## src/rtl/sbb_pkg.sv

```systemverilog
package sbb_pkg;
  // strobes sent from control to datapath each cycle
  typedef struct packed {
    logic append;
    logic remove;
    logic clear;
  } bufCmd_t;
endpackage

```

## src/rtl/sbb_datapath.sv

```systemverilog
module sbb_datapath
  import sbb_pkg::*;
#(
  parameter int DEPTH     = 8,
  parameter int AW        = 32,
  parameter int DW        = 32,
  parameter int LINE_BITS = 5,
  localparam int CW       = $clog2(DEPTH + 1),
  localparam int IW       = (DEPTH > 1) ? $clog2(DEPTH) : 1
) (
  input  logic          clk,
  input  logic          rstN,
  input  bufCmd_t       cmd,
  input  logic [AW-1:0] stAddr,
  input  logic [DW-1:0] stData,
  input  logic [AW-1:0] invAddr,
  output logic          lineHit,
  output logic          full,
  output logic [CW-1:0] entryCount,
  output logic [AW-1:0] wbAddr,
  output logic [DW-1:0] wbData
);
  logic [AW-1:0] addrQ [DEPTH];
  logic [DW-1:0] dataQ [DEPTH];
  logic [CW-1:0] countQ;
  logic [DEPTH-1:0] matchVec;
  logic [IW-1:0] hitIdx;
  logic [AW-1:0] wbAddrQ;
  logic [DW-1:0] wbDataQ;

  assign full       = (countQ == CW'(DEPTH));
  assign entryCount = countQ;
  assign wbAddr     = wbAddrQ;
  assign wbData     = wbDataQ;

  // line compare per slot
  for (genvar i = 0; i < DEPTH; i++) begin : g_match
    localparam logic [CW-1:0] SLOT = CW'(i);
    assign matchVec[i] = (SLOT < countQ) &&
                         (addrQ[i][AW-1:LINE_BITS] == invAddr[AW-1:LINE_BITS]);
  end

  // oldest match has lowest index
  always_comb begin
    lineHit = 1'b0;
    hitIdx  = '0;
    for (int i = DEPTH - 1; i >= 0; i--) begin
      if (matchVec[i]) begin
        lineHit = 1'b1;
        hitIdx  = IW'(i);
      end
    end
  end

  // per-slot shift/append with compaction on removal
  for (genvar i = 0; i < DEPTH; i++) begin : g_slot
    localparam logic [CW-1:0] SLOT  = CW'(i);
    localparam logic [IW-1:0] SLOTI = IW'(i);
    logic shiftIn;
    logic loadNew;
    assign shiftIn = cmd.remove && (SLOTI >= hitIdx);
    assign loadNew = cmd.append && (countQ == SLOT);
    if (i < DEPTH - 1) begin : g_mid
      always_ff @(posedge clk) begin
        if (shiftIn) begin
          addrQ[i] <= addrQ[i+1];
          dataQ[i] <= dataQ[i+1];
        end else if (loadNew) begin
          addrQ[i] <= stAddr;
          dataQ[i] <= stData;
        end
      end
    end else begin : g_last
      always_ff @(posedge clk) begin
        if (loadNew && !shiftIn) begin
          addrQ[i] <= stAddr;
          dataQ[i] <= stData;
        end
      end
    end
  end

  always_ff @(posedge clk) begin
    if (!rstN) begin
      countQ <= '0;
    end else if (cmd.clear) begin
      countQ <= '0;
    end else if (cmd.remove) begin
      countQ <= countQ - 1'b1;
    end else if (cmd.append) begin
      countQ <= countQ + 1'b1;
    end
  end

  always_ff @(posedge clk) begin
    if (!rstN) begin
      wbAddrQ <= '0;
      wbDataQ <= '0;
    end else if (cmd.remove) begin
      wbAddrQ <= addrQ[hitIdx];
      wbDataQ <= dataQ[hitIdx];
    end
  end
endmodule

```

## src/rtl/sbb_ctrl.sv

```systemverilog
module sbb_ctrl
  import sbb_pkg::*;
(
  input  logic    clk,
  input  logic    rstN,
  input  logic    stValid,
  input  logic    stCacheable,
  input  logic    discard,
  input  logic    invValid,
  input  logic    lineHit,
  input  logic    full,
  input  logic    wbReady,
  output bufCmd_t cmd,
  output logic    wbValid,
  output logic    overflow
);
  logic wbValidQ;
  logic overflowQ;
  logic idle;
  logic storeReq;

  assign idle     = !wbValidQ;
  assign storeReq = idle && !discard && !invValid && stValid && stCacheable;

  always_comb begin
    cmd        = '0;
    cmd.clear  = idle && discard;
    cmd.remove = idle && !discard && invValid && lineHit;
    cmd.append = storeReq && !full;
  end

  always_ff @(posedge clk) begin
    if (!rstN) begin
      wbValidQ  <= 1'b0;
      overflowQ <= 1'b0;
    end else begin
      overflowQ <= storeReq && full;
      if (cmd.remove) begin
        wbValidQ <= 1'b1;
      end else if (wbValidQ && wbReady) begin
        wbValidQ <= 1'b0;
      end
    end
  end

  assign wbValid  = wbValidQ;
  assign overflow = overflowQ;
endmodule

```

## src/rtl/store_backup_buf.sv

```systemverilog
module store_backup_buf
  import sbb_pkg::*;
#(
  parameter int DEPTH     = 8,
  parameter int LINE_BITS = 5,
  localparam int CW       = $clog2(DEPTH + 1)
) (
  input  logic        clk,
  input  logic        rstN,
  input  logic        stValid,
  input  logic        stCacheable,
  input  logic [31:0] stAddr,
  input  logic [31:0] stData,
  input  logic        discard,
  input  logic        invValid,
  input  logic [31:0] invAddr,
  output logic        wbValid,
  output logic [31:0] wbAddr,
  output logic [31:0] wbData,
  input  logic        wbReady,
  output logic        overflow
);
  bufCmd_t       cmd;
  logic          lineHit;
  logic          full;
  logic [CW-1:0] entryCount;

  sbb_ctrl uCtrl (
    .clk, .rstN, .stValid, .stCacheable, .discard, .invValid,
    .lineHit, .full, .wbReady, .cmd, .wbValid, .overflow
  );

  sbb_datapath #(
    .DEPTH(DEPTH), .AW(32), .DW(32), .LINE_BITS(LINE_BITS)
  ) uDp (
    .clk, .rstN, .cmd, .stAddr, .stData, .invAddr,
    .lineHit, .full, .entryCount, .wbAddr, .wbData
  );
endmodule

```

## config.mk

```make
export PLATFORM = sky130hd
export DESIGN_NAME = store_backup_buf
export DESIGN_NICKNAME = d
export VERILOG_FILES = /design/src/rtl/sbb_pkg.sv /design/src/rtl/sbb_datapath.sv /design/src/rtl/sbb_ctrl.sv /design/src/rtl/store_backup_buf.sv
export SDC_FILE = /design/constraint.sdc
export NUM_CORES = 1
export LEC_CHECK = 0
export BUFFER_PORTS_ARGS = -buffer_cell sky130_fd_sc_hd__buf_4
export CAP_MARGIN = 10
export CORE_MARGIN = 2
export CORE_UTILIZATION = 55
export CTS_BUF_LIST = sky130_fd_sc_hd__clkbuf_4
export DETAILED_ROUTE_END_ITERATION = 7
export PLACE_DENSITY = 0.77
export SKIP_LAST_GASP = 1
export SYNTH_ARGS = -nofsm -noshare
export SYNTH_HDL_FRONTEND = slang
export SYNTH_SLANG_ARGS = --single-unit
```

## constraint.sdc

```tcl
create_clock -name clk -period 11.8 [get_ports clk]
set_input_delay 2.36 -clock clk [delete_from_list [all_inputs] [get_ports clk]]
set_output_delay 2.36 -clock clk [all_outputs]
set_load 0.01 [all_outputs]
```

==> metrics.txt, run 1 <==
Initial Utilization 0.558; pin count of the biggest net entering global routing 157; Critical R2R Capture uDp.wbData[18]; vias in the first global route approximately 23000; Synth Instances around 2400; I/O pins 169; final worst-path cycle share 0.547; Max VDD drop a little under 100 uV; Pwr Density 123 nW/um^2; Final Net Count about 2700; area grow syn2layout 13.0%; Hold Path Cell Cnt 2; Clock Pin Slew Worst Setup and Hold Paths 0.07 ns; clock buffer depth 3; CTS H-tree depth 4; Buffers on Ports 163; Async SR Flop Fraction 0; Num CTS Buffers 157; Global Route Usage Sum 0.364; Yosys cell types 60; CP Capture Type flip-flop; area share of the largest cell type after synthesis 0.498; EDFF count, synth slightly above 500; CP arrival between 7 and 8 ns; final number of setup-violating endpoints 0; Mapped Nets 2473; startpoint types input pin; setup tns final 0 ns; Slew @ Worst Pin roughly 1.2 ns; crit path from invAddr[23]; final wirelength 105000 um; sequential area share after synthesis 0.544; row count 86; worst-path maximum fanout 156; antenna viol nets, final 0; RSZ-0062 raised after global routing no; cell count of the worst reg-to-reg path 12; CTS tree built; die width ~240 um; later-pin clock latency in the skew report roughly 1.1 ns; count leader, synth edfxtp_1; antenna violations before repair 5; critical path class in -> reg; worst hold start uCtrl.wbValid; drt wl/cell slightly above 30 um; Post-synth top cells edfxtp_1 (512), mux2_2 (468), xor2_1 (138); Worst Skew 0.0773 ns; cts hold-fix bufs 0; Post-DP HPWL roughly 66000 um; 1st-iter DRT viols roughly 2600; synthesized area ~30000 um^2; post-CTS sizing 0; fillcell total 4282; TritonRoute pass-1 iters 5; Rel. slew slack 0.187; Hold EP uCtrl.wbValid; Synth warnings 0; Crit path max-delay family simple AND/OR/NAND/NOR gates; storage element area ~17000 um^2; max frequency about 0.15 GHz; first-pass GRT wire length 151000 um; Core Footprint about 55000 um^2; Via density ~6.6; clock net sink count slightly below 600; FF-to-FF Start uDp.entryCount[1]; Post-CTS Setup Bufs 0; max-slew violations 0; worst-path cell chain buf_4 -> xnor2_1 -> nand4_1 -> nor4_1 -> and2_1 -> or2_2 -> o21a_4 -> buf_12 -> mux2_2 -> o211ai_1 -> a31oi_1; FF+latch count, synth approximately 580; WHS ~0.5 ns; ys flop type edfxtp_1; area of the multi-input gates ~13000 um^2; GPL Wtd Cong about 1.1; critical path's slowest cell buf_12; die height 241 um; Crit path largest cell delay around 0.79 ns; Pwr Total between 0.004 and 0.005 W; layout cells sized above 1 0.371; fin util 0.630; DR DRC count 0; Pleak 11.9 nW; Max-Cap Viols 0; Avg Inst Size Synth approximately 13 um^2; HP Class reg -> reg; top cells by area, synth edfxtp_1 (50%), mux2_2 (17%), dfxtp_1 (4.5%), xor2_1 (3.9%), mux2i_1 (3.3%); worst endpoint required time between 10 and 15 ns; die area around 58000 um^2; grt ovf 0; Final min period 6.46 ns; reg-to-reg slack, setup between 6 and 7 ns; crit path buf inv count 2; largest area contributor in the netlist edfxtp_1; CTS root buf clkbuf_4; Vias 22600; status completed; Fin. Hold Viols 0
## per-stage QoR
step	area [um^2]	setup WS (ns)	cells
after global routing	34900	5.35	3439
after floorplan	30800	2.57	2366
after global placement	32700	4.50	3150
after CTS	34800	5.56	3433
final	34900	5.34	3441
after detailed placement	32700	4.45	3150
## worst reg2reg max path, cell delays in order (launching register included)
cell	delay (ns)
dfxtp_1	0.38
inv_1	0.16
ha_1	0.53
o21ai_0	0.37
nand4_1	0.33
nor4_4	0.08
nor2_2	0.65
buf_4	0.54
o21a_4	0.66
buf_12	0.80
mux2_2	0.59
o211ai_1	0.19
a31oi_1	0.10
## registers in the layout, indices dropped and copies added (netlist names)
register,flops
uDp.wbAddr,32
uCtrl.overflow,1
uDp.entryCount,4
uDp.wbData,32
uCtrl.wbValid,1
uDp.dataQ,256
uDp.addrQ,256
## logic make-up after synthesis
logic type,synth area share
compound gates,0.0820
xor+xnor,0.0619
fa+ha+maj,0.00162
buf+inv,0.0340
flops,0.544
mux,0.217
simple gates,0.0596
## power by group
part           leakage, nW  switching, W  total, W  internal, W
registers             5.17    0.00000168   0.00222      0.00222
clock network         1.25      0.000891   0.00190      0.00101
logic                 5.46      0.000121  0.000175    0.0000533
## cell type report
cell class | count | area share
timing repair buffer | 204 | 0.0443
antenna | 8 | 0.000574
multi-input combinational | 1546 | 0.379
clock inverter | 39 | 0.00786
clock buffer | 244 | 0.0525
inverter | 70 | 0.00754
tap | 748 | 0.0268
sequential | 582 | 0.481
## placed cells by master, fill, tap and decap left out, types with 25 or more instances in the layout
cell type  instances
o21a_1            40
nand2_1          111
clkbuf_4         244
inv_1             69
xnor2_1           80
nand4_1           45
mux2i_1          102
edfxtp_1         512
o211ai_1          65
a2bb2oi_1         26
mux2_2           468
o21ai_1           38
a21oi_1           46
xor2_1           138
nor4_1            49
o22ai_1           40
a31oi_1           26
a211oi_1          37
nor2_1            57
clkinv_1          25
buf_4            203
dfxtp_1           70
nand3_1           46
## how the worst max path moves through the flow
stage | to | cells after the start
floorplan | uDp.addrQ[6][0] | 10
global placement | uDp.wbData[25] | 11
detailed placement | uDp.wbData[17] | 11
CTS | uDp.wbData[18] | 11
global route | uDp.wbData[18] | 11
finish | uDp.wbData[18] | 11
## layer usage
metal | GRT usage | wire length, um | up-vias
li1 | - | - | 9511
met1 | 0.472 | 41100 | 11400
met2 | 0.571 | 48700 | 1354
met3 | 0.0854 | 9820 | 300
met4 | 0.191 | 5190 | 2
met5 | 0 | 12 | -
(Power assumes the default switching activity.)
==> run 2: changes to the inputs <==
==> constraint.sdc (replaced) <==
create_clock -name clk -period 6.3 [get_ports clk]
set_input_delay 1.26 -clock clk [delete_from_list [all_inputs] [get_ports clk]]
set_output_delay 1.26 -clock clk [all_outputs]
set_load 0.01 [all_outputs]
==> run 2 against run 1 <==
- first-iteration DRC count is 2.2% lower
- clock power is 83% higher
- highest routed layer unchanged
- sequential power is 87% higher
- die area stayed put
- largest cell class unchanged
- clock skew is 0.0079 ns lower
- largest power group unchanged
==> metrics.txt, run 2 (synthesized netlist as in run 1, its figures left out) <==
Via density roughly 6.5; Fin. Hold Viols 0; clock net sink count 582; setup tns final 0 ns; commonest non-fill, non-tap cells in the layout edfxtp_1 (512), mux2_2 (468), clkbuf_4 (255); CTS tree built; pin count of the biggest net entering global routing between 60 and 70; max frequency 0.196 GHz; Core Footprint about 55000 um^2; max-slew violations 0; layout cells sized above 1 0.378; Post-DP HPWL ~66000 um; clock buffer depth 3; Pleak approximately 12 nW; final instance area around 35000 um^2; Pwr Total 0.00795 W; die width between 200 and 250 um; 1st-iter DRT viols between 2000 and 3000; worst-path cell chain inv_1 -> ha_1 -> o21ai_0 -> nand4_1 -> nor4_4 -> buf_4 -> nor2_2 -> buf_4 -> o21a_1 -> buf_4 -> nor2b_1 -> o21ai_4 -> buf_4; Clock Pin Slew Worst Setup and Hold Paths approximately 0.070 ns; final worst-path cycle share 0.810; worst-path maximum fanout 25; CP Capture Point uDp.dataQ[2][25]; reg-to-reg slack, setup ~1.2 ns; Max-Cap Viols 0; Buffers on Ports between 150 and 200; Final min period 5.10 ns; Max VDD drop approximately 180 uV; FF-to-FF Start uDp.entryCount[1]; Crit path largest cell delay 0.82 ns; Global Route Usage Sum 0.360; TritonRoute pass-1 iters 6; area grow syn2layout 13.5%; Slew @ Worst Pin between 1 and 1.5 ns; Largest regs uDp.addrQ (256), uDp.dataQ (256); vias in the first global route roughly 22000; CTS root buf clkbuf_4; cts hold-fix bufs 0; first-pass GRT wire length about 150000 um; worst endpoint required time 6.93 ns; I/O pins around 170; Rel. slew slack 0.245; grt ovf 0; Placed Cells about 3200; worst setup margin between 1 and 1.5 ns; crit path from uDp.entryCount[1]; RSZ-0062 raised after global routing no; Num CTS Buffers between 150 and 200; die area about 58000 um^2; Vias 22500; Pwr Density 227 nW/um^2; antenna viol nets, final 0; commonest non-fill, non-tap cell in the layout edfxtp_1; most frequent CP cell buf_4; fin cells between 3000 and 4000; GPL Wtd Cong 1.06; dpl ws around 0.77 ns; critical path class reg -> reg; dpl cell area roughly 33000 um^2; startpoint types flip-flop; fillcell total approximately 4300; area of the multi-input gates ~13000 um^2; Worst Skew a little under 0.07 ns; final wirelength around 100000 um; row count between 80 and 90; DR DRC count 0; storage element area about 17000 um^2; drt wl/cell between 30 and 40 um; Critical R2R Capture uDp.dataQ[2][25]; Post-CTS Setup Bufs 0; critical path's slowest cell o21ai_0; post-CTS sizing 0; CP Capture Type flip-flop; HP Class in -> reg; Final Net Count 2683; CP arrival 5.73 ns; CTS H-tree depth 4; die height between 200 and 250 um; later-pin clock latency in the skew report between 1 and 1.5 ns; final number of setup-violating endpoints 0; cell count of the worst reg-to-reg path 13; antenna violations before repair 6; status completed; Initial Utilization 0.558
-- run 2: changes by cell type in the layout (fill, tap and decap cells not counted), moves of 2 or more --
cell and change:
clkinv_4 -2, inv_6 -3, clkbuf_4 +11, inv_8 -2
inv_2 +4, buf_4 +10, clkinv_2 +2, diode_2 -4
bufinv_16 -2, buf_12 +7, clkinv_1 -12
-- run 2: area by class of cell --
cell class	count	share of cell area
well taps	748	0.0267
inverters	70	0.00751
flip-flops and latches	582	0.479
diodes	4	0.000286
multi-input cells	1546	0.378
repair buffers	221	0.0503
clock inverters	23	0.00343
clock buffers	255	0.0547
-- run 2: how the worst min path moves through the flow --
stage,depth (start not counted),slack (ns),end,start
3_5_place_dp,2,0.50,uCtrl.wbValid,uCtrl.wbValid
3_3_place_gp,2,0.49,uCtrl.wbValid,uCtrl.wbValid
2_1_floorplan,2,0.51,uCtrl.wbValid,uCtrl.wbValid
4_1_cts,1,0.37,uDp.addrQ[7][16],stAddr[16]
6_report,1,0.46,uDp.addrQ[7][14],stAddr[14]
5_1_grt,1,0.42,uDp.addrQ[7][18],stAddr[18]
-- run 2: stage by stage --
stage	hold slack [ns]	util
after floorplan	0.515	-
after global routing	0.417	0.633
after global placement	0.495	0.596
after CTS	0.375	0.633
after detailed placement	0.501	0.596
final	0.457	0.633
-- run 2: where the power goes --
part           internal, W  leakage (nW)  switching, W  total [W]
clock              0.00186          1.24       0.00161    0.00347
sequential         0.00415          5.17    0.00000344    0.00415
combinational     0.000101          5.57      0.000230   0.000330
-- run 2: routing by layer --
metal,up-vias,share of wire,wire (um),track usage
li1,9548,-,-,-
met2,1311,0.48,49800,0.575
met3,232,0.093,9750,0.0805
met4,4,0.039,4040,0.161
met5,-,0.00032,34,0
met1,11400,0.39,41000,0.471
-- run 2: worst max-delay path, delay by kind of cell (launching register included) --
family / cells / cell delay [ns]
AO/OA/AOI/OAI: 3 / 1.21
adder cells (fa/ha/maj): 1 / 0.40
buffers and inverters: 5 / 1.45
flip-flops: 1 / 0.46
AND/OR/NAND/NOR: 4 / 1.14
==> run 3: changes to the inputs <==
--- a/config.mk
+++ b/config.mk
@@ -11,7 +11,7 @@
 export CORE_UTILIZATION = 55
 export CTS_BUF_LIST = sky130_fd_sc_hd__clkbuf_4
 export DETAILED_ROUTE_END_ITERATION = 7
-export PLACE_DENSITY = 0.77
+export PLACE_DENSITY = 0.8
 export SKIP_LAST_GASP = 1
 export SYNTH_ARGS = -nofsm -noshare
 export SYNTH_HDL_FRONTEND = slang
==> constraint.sdc (replaced) <==
create_clock -name clk -period 4.66 [get_ports clk]
set_input_delay 0.932 -clock clk [delete_from_list [all_inputs] [get_ports clk]]
set_output_delay 0.932 -clock clk [all_outputs]
set_load 0.01 [all_outputs]
==> run 3 against run 2 <==
- clock skew grew 0.016 ns
- cell area up 2.3%
- sequential share of layout area shrank 1.1 points
- worst setup slack got worse by 0.57 ns
- routed wire length grew 0.64%
- core utilization increased by 1.5 points
- largest cell class unchanged
- largest power group unchanged
==> metrics.txt, run 3 (synthesized netlist as in run 1, its figures left out) <==
Rel. slew slack 0.275; 1st-iter DRT viols roughly 3100; Buffers on Ports about 160; max frequency roughly 0.25 GHz; antenna violations before repair 5; Crit path max-delay family compound AO/OA/AOI/OAI gates; Crit path largest cell delay about 0.63 ns; worst hold start stAddr[5]; Pwr Total around 0.011 W; final number of setup-violating endpoints 0; crit path buf inv count 5; Final min period around 4.0 ns; commonest non-fill, non-tap cells in the layout edfxtp_1 (512), mux2_2 (468), clkbuf_4 (250); row count between 80 and 90; pin count of the biggest net entering global routing 52; FF-to-FF Start uDp.entryCount[1]; Clock Pin Slew Worst Setup and Hold Paths 0.06 ns; antenna viol nets, final 0; HP Class in -> reg; Final Net Count around 2700; setup tns final 0 ns; cts hold-fix bufs 0; Max VDD drop between 200 and 300 uV; grt ovf 0; commonest non-fill, non-tap cell in the layout edfxtp_1; Post-CTS Setup Bufs 0; clock net sink count a little under 600; final instance area 35800 um^2; Slew @ Worst Pin roughly 1.1 ns; status completed; critical path's slowest cell a2111oi_0; final worst-path cycle share 0.866; first-pass GRT wire length between 150000 and 200000 um; DR DRC count 0; worst setup margin 0.626 ns; Initial Utilization 0.558; max-slew violations 0; worst-path maximum fanout 25; CTS H-tree depth 4; post-CTS sizing 0; layout cells sized above 1 0.386; final wirelength between 100000 and 150000 um; die width about 240 um; Global Route Usage Sum 0.363; Pleak approximately 12 nW; RSZ-0062 raised after global routing no; clock buffer depth 3; CP Capture Type flip-flop; area grow syn2layout 16.1%; dpl cell area about 34000 um^2; CTS root buf clkbuf_4; die area a little under 60000 um^2; Worst Skew between 0.08 and 0.09 ns; Via density about 6.6; worst-path cell chain inv_1 -> ha_1 -> buf_4 -> a2111oi_0 -> nand3_1 -> nor2_4 -> buf_4 -> nor2_1 -> o21ai_1 -> and2_1 -> a21boi_0 -> o21ai_4 -> buf_4 -> buf_12; most frequent CP cell buf_4; CTS tree built; Num CTS Buffers about 160; Core Footprint around 55000 um^2; worst endpoint required time ~5.4 ns; TritonRoute pass-1 iters 6; GPL Wtd Cong between 1 and 1.5; I/O pins ~170; critical path class reg -> reg; vias in the first global route 22900; Post-DP HPWL between 60000 and 70000 um; startpoint types flip-flop; Vias 23100; CP arrival 4.73 ns; Largest regs uDp.addrQ (256), uDp.dataQ (256); Max-Cap Viols 0; drt wl/cell between 30 and 40 um; crit path from uDp.entryCount[1]; later-pin clock latency in the skew report about 1.1 ns; dpl ws around 0.33 ns; Pwr Density 305 nW/um^2; Fin. Hold Viols 0; die height 241 um
-- run 3: changes by cell type in the layout (fill, tap and decap cells not counted), sizes merged --
cell and delta:
clkinv +6, diode -1, clkinvlp +3, bufinv +2, clkbuf -5, buf +41, inv -1
-- run 3: worst paths after layout --
| check | to | slack (ns) | cells after the start |
|---|---|---|---|
| worst max-delay path | uDp.dataQ[6][14] | 0.63 | 14 |
| worst min register to register | uDp.wbData[9] | 0.54 | 2 |
| worst min-delay path | uDp.addrQ[7][5] | 0.13 | 1 |
| worst max register to register | uDp.dataQ[6][14] | 0.63 | 14 |
-- run 3: cell type report --
class,instances,area [um^2]
Clock buffer,250,1880
Clock inverter,33,240
Sequential cell,582,16800
Tap cell,748,936
Inverter,70,263
Antenna cell,3,7.51
Timing Repair Buffer,262,2490
Fill cell,4098,19500
Multi-Input combinational cell,1546,13200
-- run 3: power breakdown --
| part | internal (W) | switching (W) |
|---|---|---|
| Combinational | 0.000140 | 0.000308 |
| Clock | 0.00260 | 0.00225 |
| Sequential | 0.00561 | 0.00000467 |
-- run 3: stage by stage --
| stage | utilization | hold WS, ns | cells |
|---|---|---|---|
| floorplan | - | 0.515 | 2366 |
| global placement | 0.609 | 0.520 | 3208 |
| detailed placement | 0.609 | 0.525 | 3208 |
| CTS | 0.647 | 0.0286 | 3491 |
| global route | 0.648 | 0.0828 | 3493 |
| finish | 0.648 | 0.130 | 3494 |
-- run 3: routing by layer --
metal  global-route usage  share of wire  wire length (um)  up-vias
li1                     -              -                 -     9621
met1                0.464           0.37             39000    11500
met2                0.573           0.46             48900     1641
met3               0.0854           0.11             11600      318
met4                0.198          0.055              5810        6
met5                    0        0.00044                46        -
-- run 3: worst reg2reg max path, delay by kind of cell, from the launching register on --
family | cells | cell delay (ns)
flops | 1 | 0.46
compound gates | 4 | 1.15
fa+ha+maj | 1 | 0.23
buf+inv | 5 | 1.11
simple gates | 4 | 0.79
